File: config.mk
export PLATFORM = sky130hd
export DESIGN_NAME = slide_win_gen
export DESIGN_NICKNAME = d
export VERILOG_FILES = /design/src/rtl/slide_win_pkg.sv /design/src/rtl/slide_win_pos.sv /design/src/rtl/slide_win_line.sv /design/src/rtl/slide_win_regs.sv /design/src/rtl/slide_win_gen.sv
export SDC_FILE = /design/constraint.sdc
export NUM_CORES = 1
export LEC_CHECK = 0
export ABC_AREA = 0
export CAP_MARGIN = 20
export CORE_MARGIN = 5
export CORE_UTILIZATION = 55
export CTS_BUF_LIST = sky130_fd_sc_hd__clkbuf_8
export CTS_CLUSTER_DIAMETER = 120
export DETAILED_ROUTE_END_ITERATION = 8
export GPL_TIMING_DRIVEN = 0
export PLACE_DENSITY = 0.77
export SKIP_CTS_REPAIR_TIMING = 1
export SYNTH_ARGS = -nofsm -noshare
export SYNTH_HDL_FRONTEND = slang
export SYNTH_SLANG_ARGS = --single-unit
export TNS_END_PERCENT = 10
File: constraint.sdc
create_clock -name clk -period 6.9 [get_ports clk]
set_clock_uncertainty 0.15 [all_clocks]
set_input_delay 1.035 -clock clk [delete_from_list [all_inputs] [get_ports clk]]
set_output_delay 1.035 -clock clk [all_outputs]
set_load 0.02 [all_outputs]
File: src/rtl/slide_win_pkg.sv
// Package: shared pixel format for the sliding window generator.
// Assumes Q8.8 fixed point: 8 integer bits above 8 fraction bits.
package slide_win_pkg;
    localparam int PIX_INT_W  = 8;
    localparam int PIX_FRAC_W = 8;
    localparam int PIX_W      = PIX_INT_W + PIX_FRAC_W;
    typedef logic [PIX_W-1:0] pix_t;
endpackage

File: src/rtl/slide_win_pos.sv
// Module: slide_win_pos
// Tracks the raster position of the incoming pixel and decides whether the
// pixel completes a stride-aligned window. Per-axis stride phases replace
// any modulo arithmetic. Assumes IMG_W >= KW, IMG_H >= KH, strides >= 1.
module slide_win_pos #(
    parameter int IMG_W = 8,
    parameter int IMG_H = 7,
    parameter int KH    = 3,
    parameter int KW    = 3,
    parameter int SH    = 2,
    parameter int SW    = 1
) (
    input  logic                               clk,
    input  logic                               rst_n,
    input  logic                               acc,
    input  logic                               sof,
    output logic [(IMG_W>1?$clog2(IMG_W):1)-1:0] col_e,
    output logic                               hit
);
    localparam int CW  = (IMG_W > 1) ? $clog2(IMG_W) : 1;
    localparam int RW  = (IMG_H > 1) ? $clog2(IMG_H) : 1;
    localparam int CPW = (SW > 1) ? $clog2(SW) : 1;
    localparam int RPW = (SH > 1) ? $clog2(SH) : 1;
    localparam logic [CW-1:0]  COL_LAST = CW'(IMG_W - 1);
    localparam logic [RW-1:0]  ROW_LAST = RW'(IMG_H - 1);
    localparam logic [CW-1:0]  COL_K    = CW'(KW - 1);
    localparam logic [RW-1:0]  ROW_K    = RW'(KH - 1);
    localparam logic [CPW-1:0] CPH_LAST = CPW'(SW - 1);
    localparam logic [RPW-1:0] RPH_LAST = RPW'(SH - 1);

    logic [CW-1:0]  col_q;
    logic [RW-1:0]  row_q, row_e;
    logic [CPW-1:0] cph_q, cph_e;
    logic [RPW-1:0] rph_q, rph_e;

    // Effective position: start-of-frame overrides the stored counters.
    always_comb begin
        col_e = sof ? '0 : col_q;
        row_e = sof ? '0 : row_q;
        cph_e = sof ? '0 : cph_q;
        rph_e = sof ? '0 : rph_q;
        hit   = (col_e >= COL_K) && (cph_e == '0) &&
                (row_e >= ROW_K) && (rph_e == '0);
    end

    // Advance position and stride phases on each accepted pixel.
    always_ff @(posedge clk) begin
        if (!rst_n) begin
            col_q <= '0;
            row_q <= '0;
            cph_q <= '0;
            rph_q <= '0;
        end else if (acc) begin
            if (col_e == COL_LAST) begin
                col_q <= '0;
                cph_q <= '0;
                if (row_e == ROW_LAST) begin
                    row_q <= '0;
                    rph_q <= '0;
                end else begin
                    row_q <= row_e + 1'b1;
                    if (row_e >= ROW_K)
                        rph_q <= (rph_e == RPH_LAST) ? '0 : rph_e + 1'b1;
                    else
                        rph_q <= '0;
                end
            end else begin
                col_q <= col_e + 1'b1;
                row_q <= row_e;
                rph_q <= rph_e;
                if (col_e >= COL_K)
                    cph_q <= (cph_e == CPH_LAST) ? '0 : cph_e + 1'b1;
                else
                    cph_q <= '0;
            end
        end
    end

    p_col_range_r3: assert property (@(posedge clk) disable iff (!rst_n)
        col_q <= COL_LAST && row_q <= ROW_LAST);
    p_idle_hold_r5: assert property (@(posedge clk) disable iff (!rst_n)
        !acc |=> $stable(col_q) && $stable(row_q));
    p_phase_range_r4: assert property (@(posedge clk) disable iff (!rst_n)
        cph_q <= CPH_LAST && rph_q <= RPH_LAST);
endmodule

File: src/rtl/slide_win_line.sv
// Module: slide_win_line
// One row of history: a column-addressed store with an asynchronous read of
// the addressed column and a write of the same column on accept.
// Assumes read-before-write within the cycle (old value is read).
module slide_win_line #(
    parameter int DEPTH = 8,
    parameter int DW    = 16,
    parameter int AW    = 3
) (
    input  logic          clk,
    input  logic          we,
    input  logic [AW-1:0] addr,
    input  logic [DW-1:0] din,
    output logic [DW-1:0] dout
);
    logic [DW-1:0] mem [DEPTH];

    // Read the stored pixel for the current column.
    assign dout = mem[addr];

    // Replace the column's pixel with the one a row younger.
    always_ff @(posedge clk) begin
        if (we) mem[addr] <= din;
    end
endmodule

File: src/rtl/slide_win_regs.sv
// Module: slide_win_regs
// Holds the live KH x KW window. Each shift moves every row one column left
// and loads the new column at the right edge. win_nx shows the window that
// the next shift will produce. Row 0 is the oldest row.
module slide_win_regs #(
    parameter int KH = 3,
    parameter int KW = 3,
    parameter int DW = 16
) (
    input  logic                  clk,
    input  logic                  rst_n,
    input  logic                  shift,
    input  logic [KH*DW-1:0]      col_in,
    output logic [KH*KW*DW-1:0]   win_nx
);
    logic [DW-1:0] win_q [KH][KW];
    logic [DW-1:0] nx    [KH][KW];

    for (genvar i = 0; i < KH; i++) begin : g_row
        for (genvar j = 0; j < KW; j++) begin : g_col
            if (j == KW - 1) begin : g_edge
                assign nx[i][j] = col_in[i*DW +: DW];
            end else begin : g_inner
                assign nx[i][j] = win_q[i][j+1];
            end
            assign win_nx[(i*KW+j)*DW +: DW] = nx[i][j];

            // Load the shifted window element on each accepted pixel.
            always_ff @(posedge clk) begin
                if (!rst_n)     win_q[i][j] <= '0;
                else if (shift) win_q[i][j] <= nx[i][j];
            end
        end
    end

    p_keep_r6: assert property (@(posedge clk) disable iff (!rst_n)
        !shift |=> $stable(win_q[0][0]) && $stable(win_q[KH-1][KW-1]));
endmodule

File: src/rtl/slide_win_gen.sv
// Module: slide_win_gen (top)
// Raster pixel stream in, strided KH x KW windows out, one window per word.
// One output register holds the window; intake stalls while it is blocked.
// Assumes KH >= 2 and that the frame geometry matches the parameters.
module slide_win_gen #(
    parameter int DATA_W = slide_win_pkg::PIX_W,
    parameter int IMG_W  = 8,
    parameter int IMG_H  = 7,
    parameter int KH     = 3,
    parameter int KW     = 3,
    parameter int SH     = 2,
    parameter int SW     = 1
) (
    input  logic                      clk,
    input  logic                      rst_n,
    input  logic                      in_valid,
    output logic                      in_ready,
    input  logic                      in_sof,
    input  logic [DATA_W-1:0]         in_data,
    output logic                      out_valid,
    input  logic                      out_ready,
    output logic [KH*KW*DATA_W-1:0]   out_win
);
    localparam int CW    = (IMG_W > 1) ? $clog2(IMG_W) : 1;
    localparam int NLINE = KH - 1;
    localparam int WIN_W = KH * KW * DATA_W;

    logic             acc, hit;
    logic [CW-1:0]    col_e;
    logic [KH*DATA_W-1:0] col_v;
    logic [WIN_W-1:0] win_nx;

    assign in_ready = !out_valid || out_ready;
    assign acc      = in_valid && in_ready;

    slide_win_pos #(
        .IMG_W(IMG_W), .IMG_H(IMG_H), .KH(KH), .KW(KW), .SH(SH), .SW(SW)
    ) pos_i (
        .clk(clk), .rst_n(rst_n), .acc(acc), .sof(in_sof),
        .col_e(col_e), .hit(hit)
    );

    // Newest row of the column is the incoming pixel.
    assign col_v[(KH-1)*DATA_W +: DATA_W] = in_data;

    for (genvar i = 0; i < NLINE; i++) begin : g_line
        slide_win_line #(.DEPTH(IMG_W), .DW(DATA_W), .AW(CW)) line_i (
            .clk(clk), .we(acc), .addr(col_e),
            .din(col_v[(i+1)*DATA_W +: DATA_W]),
            .dout(col_v[i*DATA_W +: DATA_W])
        );
    end

    slide_win_regs #(.KH(KH), .KW(KW), .DW(DATA_W)) regs_i (
        .clk(clk), .rst_n(rst_n), .shift(acc), .col_in(col_v), .win_nx(win_nx)
    );

    // Output register: capture an aligned window, release on handshake.
    always_ff @(posedge clk) begin
        if (!rst_n) begin
            out_valid <= 1'b0;
            out_win   <= '0;
        end else if (acc && hit) begin
            out_valid <= 1'b1;
            out_win   <= win_nx;
        end else if (out_ready) begin
            out_valid <= 1'b0;
        end
    end

    p_hold_r6: assert property (@(posedge clk) disable iff (!rst_n)
        out_valid && !out_ready |=> out_valid && $stable(out_win));
    p_new_after_take_r7: assert property (@(posedge clk) disable iff (!rst_n)
        $rose(out_valid) |-> $past(in_valid && in_ready));
    p_win_changes_r3: assert property (@(posedge clk) disable iff (!rst_n)
        !$stable(out_win) |-> $past(in_valid) && out_valid);
endmodule

# Word-level counts from Yosys, hierarchy flattened
# Memory sizes are Yosys's and may differ from the RTL's.
# Cells that the tools add are included.
# W data, S select, Z words.
# op_classes
n_addsub	4
order_cmp	2
eq_ne	2
mux	30
n_bitwise	11
n_reduce_logical	8
# ops
op	count
$mux W16	9
$mux W1	16
$mux W3	5
$or A1 B1 Y1	9
$add A3 B1 Y3 const B	2
$eq A3 B3 Y1 const B	2
$ge A3 B2 Y1 const B	2
$logic_and A1 B1 Y1	5
$add A1 B1 Y1 const B	2
$not A1 Y1	2
$reduce_bool A2 Y1	1
$logic_not A1 Y1	1
$logic_or A1 B1 Y1	1
# totals
regBits	153
mem_bits_rw	400
in_bits	21
output_inout_bits	146
elab_cells	66
n_memories	3
# memory_table
name	depth	word_bits	rd	rd_ports_with_merged_regs	write_ports	line	rtl
regs_i.win_q	3	48	3	0	3	slide_win_regs.sv:16	logic [DW-1:0] win_q [KH][KW];
g_line[0].line_i.mem	8	16	1	0	1	slide_win_line.sv:16	logic [DW-1:0] mem [DEPTH];
g_line[1].line_i.mem	8	16	1	0	1	slide_win_line.sv:16	

# Logic depth before layout (Yosys ltp)
# Gate-level depths: netlist of run 1.
# depth
ltp_word	7
mapped_depth	10
mapped_depth_nobuf	7

# By module
# From an unflattened synthesis of run 1, not the netlist that was laid out.
# unflattened
hier_cells	1380
area_unflattened_um2	20134.3
# modules_own_cells
module	n_inst	cells_per_inst	area_each_um2	seq_area_each_um2
slide_win_line	2	222	4972.3	3843.7
slide_win_gen	1	630	5746.8	2902.8
slide_win_regs	1	261	4063.9	2882.8
slide_win_pos	1	45	379.1	140.1

# Worst setup path before layout of run 1
# No wires, ideal clock.
# synth_timing
path_kind	in2reg
from	in out_ready
to	mem g_line[0].line_i.mem[3][0], enable pin
setup_time_ns	0.461
t_arrival_ns	4.279
required_time_ns	6.289
slack_ns	2.010
path_stages	6
path_buffers	2
path_cell_list	nand2b_1 > and2_1 > buf_2 > buf_1 > nand2_1 > nor3_1
# synth_between
elab_chain_cells	4
# synth_lines
item	line	rtl
start: declaration	slide_win_gen.sv:21	input logic out_ready,
$logic_or A1 B1 Y1	slide_win_gen.sv:33	assign in_ready = !out_valid || out_ready;
$logic_and A1 B1 Y1	slide_win_gen.sv:34	assign acc = in_valid && in_ready;
$mux W1	slide_win_line.sv:23	if (we) mem[addr] <= din;
$mux W1 (not written as such)	slide_win_line.sv:23	
end: declaration	slide_win_line.sv:16	
# No other way between the ends.

==> metrics.txt, run 1 <==
die width 197 um; worst setup margin 2780 ps; CTS buffer count 76; Synth area leaders edfxtp_1, dfxtp_1, a21oi_1; met1 wire length 20000 um; switching part of the total 0.226; RSZ-0062 raised after global routing false; f_max 243 MHz; register area share after synthesis 0.710; Pwr Total 0.00611 W; FFs w/ async S/R, synth 0; aggregate global routing overflow 0; 1st-iter DRT viols 1481; Yosys reg bits 504; Sw Pwr 0.00138 W; initial antenna violation count 0; drc violations 0; total track usage 0.262; crit path DAT 4310 ps; via/cell ratio 6.07; DR pass1 iterations 6; number of flops mapped to enable cells by yosys 352; Net Count, Synth 1476; Post-Place Worst Slack 2230 ps; core area 0.0345 mm2; Worst IR Drop VDD 0.168 mV; I/O pins 167; vias in the first global route 13200; worst hold path class reg -> reg; CP startpoint kind input pin; fin crit share 0.597; Mapped Area 0.0192 mm2; full die area 0.0387 mm2; synth unique cells 41; layout net count 1741; Placer Congestion 0.880; first-pass GRT wire length 77500 um; Top Metal Used met4; max_cap viols 0; final slew viol count 0; TritonCTS clock tree done; Crit Path Max Fanout 49; Leak Pwr 8.05 nW; YS warnings 0; insertion delay to the later sink of the worst-skew pair 620 ps; Fillers 2468; met2 WL 24800 um; wire per inst 23.2 um; CTS Sinks 504; share of cells above drive strength 1 0.110; Rows 68; Worst EP required 7090 ps; overall die height 197 um; CP Class in -> reg; Least-Margin Pin Slew 907 ps; Pint 0.00473 W; Initial Util 0.556; post-layout minimum cycle time 4120 ps; relative slew slack 0.395; Clk pwr share 0.397; post-DP HPWL 36500 um; Comb power frac 0.055; met3 wire length 4960 um; H-tree levels 3; I/O Buffers 166; routed via count 13600; Synth top area share 0.552; total negative setup slack 0 ps; hold slack 323 ps; Layout area overhead 21.3%; Crit. End Element flip-flop; status finished clean; CTS Root Cell clkbuf_8; sequential group share of total power 0.548; Final setup viols 0; Power Density 263 mW/mm2; Layout Cells excl Fill 2235; clock-pin transition on the worst setup and hold timing paths 60 ps; largest net degree at the start of global routing 50; Syn Inst Count 1453; synthesized area per cell 13.2 um2; Final ANT Viol Nets 0; worst reg2reg setup slack 3310 ps; final wirelength 51900 um; Bufs on Longest Clock Path 3; number of inserted diodes 0; ys flop type edfxtp_1; final hold vios 0; leading area contributor after synthesis edfxtp_1; Placed Cells 2095
==> cells in the final DEF, fill, tap and decap left out, types with 15 or more instances in the layout <==
cell / count
buf_2: 40
buf_6: 15
nand3_1: 112
a22o_1: 16
inv_1: 35
mux2i_1: 80
a22oi_1: 16
clkdlybuf4s50_1: 166
nand2_1: 41
edfxtp_1: 352
o21ai_1: 80
a21oi_1: 184
nand2b_1: 19
clkbuf_8: 91
and3_1: 64
o22ai_1: 32
o21ai_0: 35
a221oi_1: 16
nor2_1: 20
a211oi_1: 49
dfxtp_1: 152
clkbuf_1: 77
mux2_2: 16
==> critical path, stage by stage <==
cell and delay (ps):
clkdlybuf4s50_1 400, nand2b_1 270, nand2_1 280, clkbuf_1 610, clkbuf_1 730, nand2_4 560, buf_12 390
==> path summary, 6_finish.rpt <==
kind / start / end / cells after the start
worst max-delay path: out_ready / regs_i.win_q[0][30] / 7
worst min-delay path: out_win[4] / out_win[4] / 2
worst max register to register: out_valid / regs_i.win_q[0][30] / 6
worst min register to register: out_win[4] / out_win[4] / 2
==> cell families after synthesis <==
group | share of synthesized area
mux | 0.0512
flops | 0.710
fa+ha+maj | 0.00131
compound gates | 0.131
simple gates | 0.0759
buf+inv | 0.0300
==> Yosys cell counts, drive strengths merged, types with 16 or more instances <==
library cell	instances
clkbuf	77
dfxtp	152
a22oi	16
a221oi	16
a21oi	184
a211oi	49
o21ai	115
nand3	112
edfxtp	352
mux2i	80
nor2	23
buf	56
nand2b	19
mux2	16
o22ai	32
and3	65
nand2	42
a22o	16
==> power groups by stage <==
stage	Sequential, W	Clock, W	Combinational, W
after global routing	0.00336	0.00260	0.000353
after detailed placement	0.00341	0	0.000325
after floorplan	0.00340	0	0.000194
final	0.00335	0.00243	0.000334
after global placement	0.00342	0	0.000309
after CTS	0.00335	0.00244	0.000327
==> metal layers <==
layer,track usage,vias up
li1,-,6096
met1,0.339,6559
met2,0.430,756
met3,0.0626,148
met4,0.110,0
met5,0,-
==> state kept, by name, summed over array words and instances (netlist names) <==
name and flops:
out_win 144, pos_i.row_q 3, g_line.line_i.mem 256, out_valid 1
pos_i.rph_q 1, regs_i.win_q 96, pos_i.col_q 3
==> layout make-up <==
| class | instances | area, um2 | area share |
|---|---|---|---|
| buffer | 133 | 561 | 0.0241 |
| sequential | 504 | 13600 | 0.586 |
| inverter | 4 | 15.0 | 0.000646 |
| timing repair buffer | 187 | 1930 | 0.0829 |
| tap | 455 | 569 | 0.0245 |
| clock buffer | 91 | 1250 | 0.0539 |
| clock inverter | 49 | 288 | 0.0124 |
| multi-input combinational | 812 | 5020 | 0.216 |
==> stage by stage <==
| step | utilization | area [um2] |
|---|---|---|
| after floorplan | - | 19200 |
| after global placement | 0.621 | 21400 |
| after detailed placement | 0.630 | 21700 |
| final | 0.675 | 23200 |
| after CTS | 0.675 | 23200 |
| after global routing | 0.675 | 23200 |
Power figures use the tool's default switching activity.
==> run 2: changes to the inputs <==
clock period = 4.2 ns   (was 6.9 ns; I/O delays follow)
==> results of run 2 <==
Same layout as run 1 (identical final DEF). Status: finished clean.
Among the figures that moved: setup slack after placement 2230 ps -> -60.5 ps; setup slack after layout 2780 ps -> 488 ps; register-to-register setup slack 3310 ps -> 610 ps; total power 0.00611 W -> 0.0100 W; worst IR drop on VDD 0.168 mV -> 0.277 mV
==> run 3: changes to the inputs <==
ABC_CLOCK_PERIOD_IN_PS = 4200   (was default)
==> results of run 3 <==
Same layout as run 1 (identical final DEF). Status: finished clean.
Among the figures that moved: setup slack after placement 2230 ps -> -60.5 ps; setup slack after layout 2780 ps -> 488 ps; register-to-register setup slack 3310 ps -> 610 ps; total power 0.00611 W -> 0.0100 W; worst IR drop on VDD 0.168 mV -> 0.277 mV
